File: config.mk
export PLATFORM = sky130hd
export DESIGN_NAME = strap_probe
export DESIGN_NICKNAME = d
export VERILOG_FILES = /design/src/rtl/strap_probe.sv
export SDC_FILE = /design/constraint.sdc
export NUM_CORES = 1
export LEC_CHECK = 0
export BUFFER_PORTS_ARGS = -buffer_cell sky130_fd_sc_hd__buf_4
export CORE_MARGIN = 8
export CORE_UTILIZATION = 54
export DETAILED_ROUTE_END_ITERATION = 6
export PLACE_DENSITY = 0.78
export SLEW_MARGIN = 10
export SYNTH_ARGS = -nofsm -noshare
export SYNTH_HDL_FRONTEND = slang
export SYNTH_SLANG_ARGS = --single-unit
export TNS_END_PERCENT = 10
File: constraint.sdc
create_clock -name clk -period 3.5 [get_ports clk]
set_input_delay 0.7 -clock clk [delete_from_list [all_inputs] [get_ports clk]]
set_output_delay 0.7 -clock clk [all_outputs]
set_load 0.02 [all_outputs]
File: src/rtl/strap_probe.sv
module strap_probe #(
  parameter int CHANNELS = 4,
  parameter int CNT_W    = 5
) (
  input  logic                clk,
  input  logic                rst,
  input  logic [CHANNELS-1:0] sense_in,
  output logic                drv_out,
  output logic                drv_oe,
  output logic                sense_oe,
  output logic [CHANNELS-1:0] match,
  output logic                done
);

  localparam int HALF_W = CNT_W + 2;
  localparam logic [HALF_W-1:0] TAIL = {2'b10, {CNT_W{1'b0}}};

  logic [HALF_W-1:0]   half_cnt;
  logic [CHANNELS-1:0] sense_q;
  logic [CHANNELS-1:0] miss;
  logic                exp_q;
  logic                cmp_q;
  logic                sampling;

  assign sampling = !done && (half_cnt != TAIL);
  assign drv_oe   = sampling && half_cnt[0];
  assign drv_out  = drv_oe;
  assign sense_oe = !drv_oe;
  assign match    = ~miss;

  always_ff @(posedge clk) begin
    if (rst) begin
      half_cnt <= '0;
      done     <= 1'b0;
      miss     <= '0;
      sense_q  <= '0;
      exp_q    <= 1'b0;
      cmp_q    <= 1'b0;
    end else begin
      sense_q <= sense_in;
      exp_q   <= half_cnt[0];
      cmp_q   <= sampling;
      if (cmp_q)
        miss <= miss | (sense_q ^ {CHANNELS{exp_q}});
      if (!done) begin
        half_cnt <= half_cnt + 1'b1;
        if (half_cnt == TAIL)
          done <= 1'b1;
      end
    end
  end

endmodule

* Word-level counts from Yosys, hierarchy flattened *
Cells that the tools add are included.

word-level totals
  register bits = 18
  latch bits = 0
  bits in writable memories = 0
  memory bits (read-only) = 0
  input bits = 6
  word-level logic and storage cells = 18
  memories = 0

operators by class
  $add $sub $neg = 1
  multiply operators = 0
  divide/modulo/power cells = 0
  order comparisons = 0
  equality and inequality tests = 2
  shift operators = 0
  muxes and demuxes = 2
  bitwise gates (word level) = 3
  reductions and logical operators = 4

operators by type and width
  cell                   number
  $add A7 B1 Y7 const B  1
  $eq A7 B7 Y1 const B   1
  $ne A7 B7 Y1 const B   1
  $not A4 Y4             1
  $or A4 B4 Y4           1
  $xor A4 B4 Y4          1
  $logic_and A1 B1 Y1    2
  $logic_not A1 Y1       2
  $mux W1                2

* Depth between registers and ports, before layout *
  word-level depth = 4
  gate-level depth with buffers = 5
  gate-level depth less buffers = 4

* Worst setup path before layout *
Ideal clock, no wire load.

  path type = reg2out
  start = register half_cnt[0]
  end = output port drv_out
  data arrival time = 1.369 ns
  data required time = 2.800 ns
  setup slack = 1.431 ns
  stages on the path, launching flop included = 6
  path buffers = 1
  cells stage by stage = dfxtp_1 inv_1 ha_1 a31oi_1 and2_1 buf_4

between the ends
  word-level cells in the longest chain between the ends = 3

RTL lines
  element                 line  text
  from (decl)             18    logic [HALF_W-1:0] half_cnt;
  from (signal assigned)  46    half_cnt <= half_cnt + 1'b1;
  $ne A7 B7 Y1            25    assign sampling = !done && (half_cnt != TAIL);
  $logic_and A1 B1 Y1     25
  $logic_and A1 B1 Y1 *   26    assign drv_oe = sampling && half_cnt[0];
  to (decl)               8     output logic drv_out,

Mark *: on every way between the ends. The rest lies on a longest branch, timed or not.

* Worst setup path after layout *
Same ends and word-level chain as after synthesis.

==> impl_metrics.tcl <==
set metrics [dict create \
    status "finished, final reports clean" \
    ant_nets 0 \
    crit_path_end_kind "primary output" \
    hold_viol_final 0 \
    start_util 0.567 \
    root_buffer "clkbuf_4" \
    clk_latency_ns 0.29 \
    wl_per_cell_microns 11.5 \
    cp.required_ns 2.80 \
    globalplace.congestion 0.721 \
    tightest_slew_ns 0.280 \
    grt_max_degree 20 \
    numCtsBuffers 3 \
    synth.distinct_cells 23 \
    synth_top_cell_area_share 0.501 \
    cp.arrival_ns 1.62 \
    synth_nets 84 \
    drv_slew 0 \
    finalPower_mw 0.397 \
    hold_path_class "flip-flop to flip-flop" \
    fin_area_sq_um 857 \
    syn_area_sq_um 719 \
    core_sq_um 1270 \
    grt_pass1_wl_microns 2000 \
    globalRoute.totalOverflow 0 \
    setup_tns_ns 0 \
    cts_tree "built" \
    drc 0 \
    postCtsSetupRepairBufs 0 \
    synth-seq-cells 18 \
    die_y_microns 52.5 \
    clockBufferDepth 2 \
    area_delta_synth_final_pct 19.1 \
    maxSlewHeadroom 0.813 \
    rsz0062_at_grt "false" \
    die_w_microns 52.5 \
    critPathKind "flip-flop to primary output" \
    grt_pass1_vias 469 \
    ios 14 \
    yosys-top-cells-area "dfxtp_1 50%, xor2_1 8.5%, nor2_1 6.3%" \
    setup_viol 0 \
    antennaDiodeCount 0 \
    grt_usage 0.0999 \
    drive_gt1_frac 0.200 \
    dr.pass1.iters 3 \
    hold-worst-slack_ns 0.475 \
    avgSynthCellArea_sq_um 9.47 \
    critPathMaxFanout 7 \
    yosys_warnings 0 \
    ctsResizeCount 0 \
    leakagePower_nw 0.403 \
    synth_top_cell_by_area "dfxtp_1" \
    clock-sinks 18 \
    max_freq_mhz 430 \
    placement.io_buffers 13 \
    synthCells 76 \
    peakVddDrop_v 0.000275 \
    vias_per_cell 4.84 \
    row_count 13 \
    critical_path.startpoint_type "flip-flop" \
    hold_buffers 0 \
    max_cap_violations 0 \
    antenna_found_initial 0 \
    htree_levels 1 \
    cellPowerDensity_nw_per_um2 463 \
    vias 508 \
    dp.final_hpwl_microns 850 \
    clk_pin_slew_ns 0.10 \
    finalWirelength_microns 1210 \
    drt-initial-drc-count 3 \
    dieArea_sq_um 2760 \
    place_area_sq_um 821 \
    finalClockSkew_ns 0.00151 \
    seq_area_frac_synth 0.501 \
    finalCritPeriodShare 0.664 \
    min_period_ns 2.32 \
    num-nets-final 99 \
]
-- kinds of logic after synthesis --
logic type | count (synthesis) | share of synthesized area
buffers and inverters | 10 | 0.0574
flip-flops | 18 | 0.501
AND/OR/NAND/NOR | 29 | 0.235
AO/OA/AOI/OAI | 8 | 0.0609
adder cells (fa/ha/maj) | 2 | 0.0348
multiplexers | 1 | 0.0139
XOR/XNOR | 8 | 0.0974
-- through the flow --
| stage | worst slack (ns) | instances | utilization |
|---|---|---|---|
| after global placement | 1.52 | 101 | 0.647 |
| after floorplan | 1.43 | 76 | - |
| after detailed placement | 1.50 | 101 | 0.647 |
| after global routing | 0.978 | 105 | 0.676 |
| final | 1.18 | 105 | 0.676 |
| after CTS | 1.16 | 105 | 0.676 |
-- sequential cells by signal, indices dropped and copies added, names as in the netlist --
| name | cells |
|---|---|
| cmp_q | 1 |
| half_cnt | 7 |
| done | 1 |
| exp_q | 1 |
| miss | 4 |
| sense_q | 4 |
-- power breakdown --
group          internal (mW)  switching (mW)
Sequential             0.215         0.00932
Clock                 0.0634          0.0635
Combinational         0.0222          0.0234
Total                  0.301          0.0962
-- worst max-delay path: stages, from the launching register on --
cell and delay [ns]:
dfxtp_1 0.45, inv_1 0.09, ha_1 0.20, a31oi_1 0.26, and2_1 0.19, buf_4 0.14
-- path summary, 6_finish.rpt --
check | startpoint | to | slack, ns | cells past startpoint
worst max-delay path | half_cnt[0]$_SDFFE_PP0N_ | drv_out | 1.18 | 5
worst min-delay path | miss[3]$_SDFFE_PP0P_ | miss[3]$_SDFFE_PP0P_ | 0.48 | 2
worst min register to register | miss[3]$_SDFFE_PP0P_ | miss[3]$_SDFFE_PP0P_ | 0.48 | 2
worst max register to register | half_cnt[0]$_SDFFE_PP0N_ | cmp_q$_SDFF_PP0_ | 2.29 | 4
-- per-layer routing --
layer,global-route usage,part of all wire
met1,0.109,0.49
met2,0.150,0.44
met3,0.0398,0.046
met4,0.0776,0.024
met5,0,0
-- cell type report --
| cell class | count | area [sq um] |
|---|---|---|
| sequential | 18 | 360 |
| timing repair buffer | 13 | 97.6 |
| clock buffer | 4 | 36.3 |
| inverter | 7 | 26.3 |
| tap | 15 | 18.8 |
| multi-input combinational | 48 | 318 |
| fill | 117 | 412 |
-- cell usage in the layout (no fill, tap or decap), drive strengths merged --
cell	n
xor2	7
nor4b	1
a31oi	1
nand2b	1
dfxtp	18
o21bai	1
clkbuf	4
xnor2	1
nor4	1
a21oi	5
inv	7
o21ai	1
ha	2
mux2i	1
nand4b	3
nor2	12
buf	13
nor2b	6
or3	1
and2	1
nand2	3
-- synthesized netlist by cell type (all sizes together) --
cell    number
dfxtp       18
buf          2
nor4         1
o21ai        1
o21bai       1
a21oi        5
or3          1
and2         1
a31oi        1
nor4b        1
xor2         7
nand4b       3
xnor2        1
inv          7
nand2        3
nor2        12
clkbuf       1
ha           2
mux2i        1
nand2b       1
nor2b        6
No activity file was read; power rests on OpenSTA's default activity.
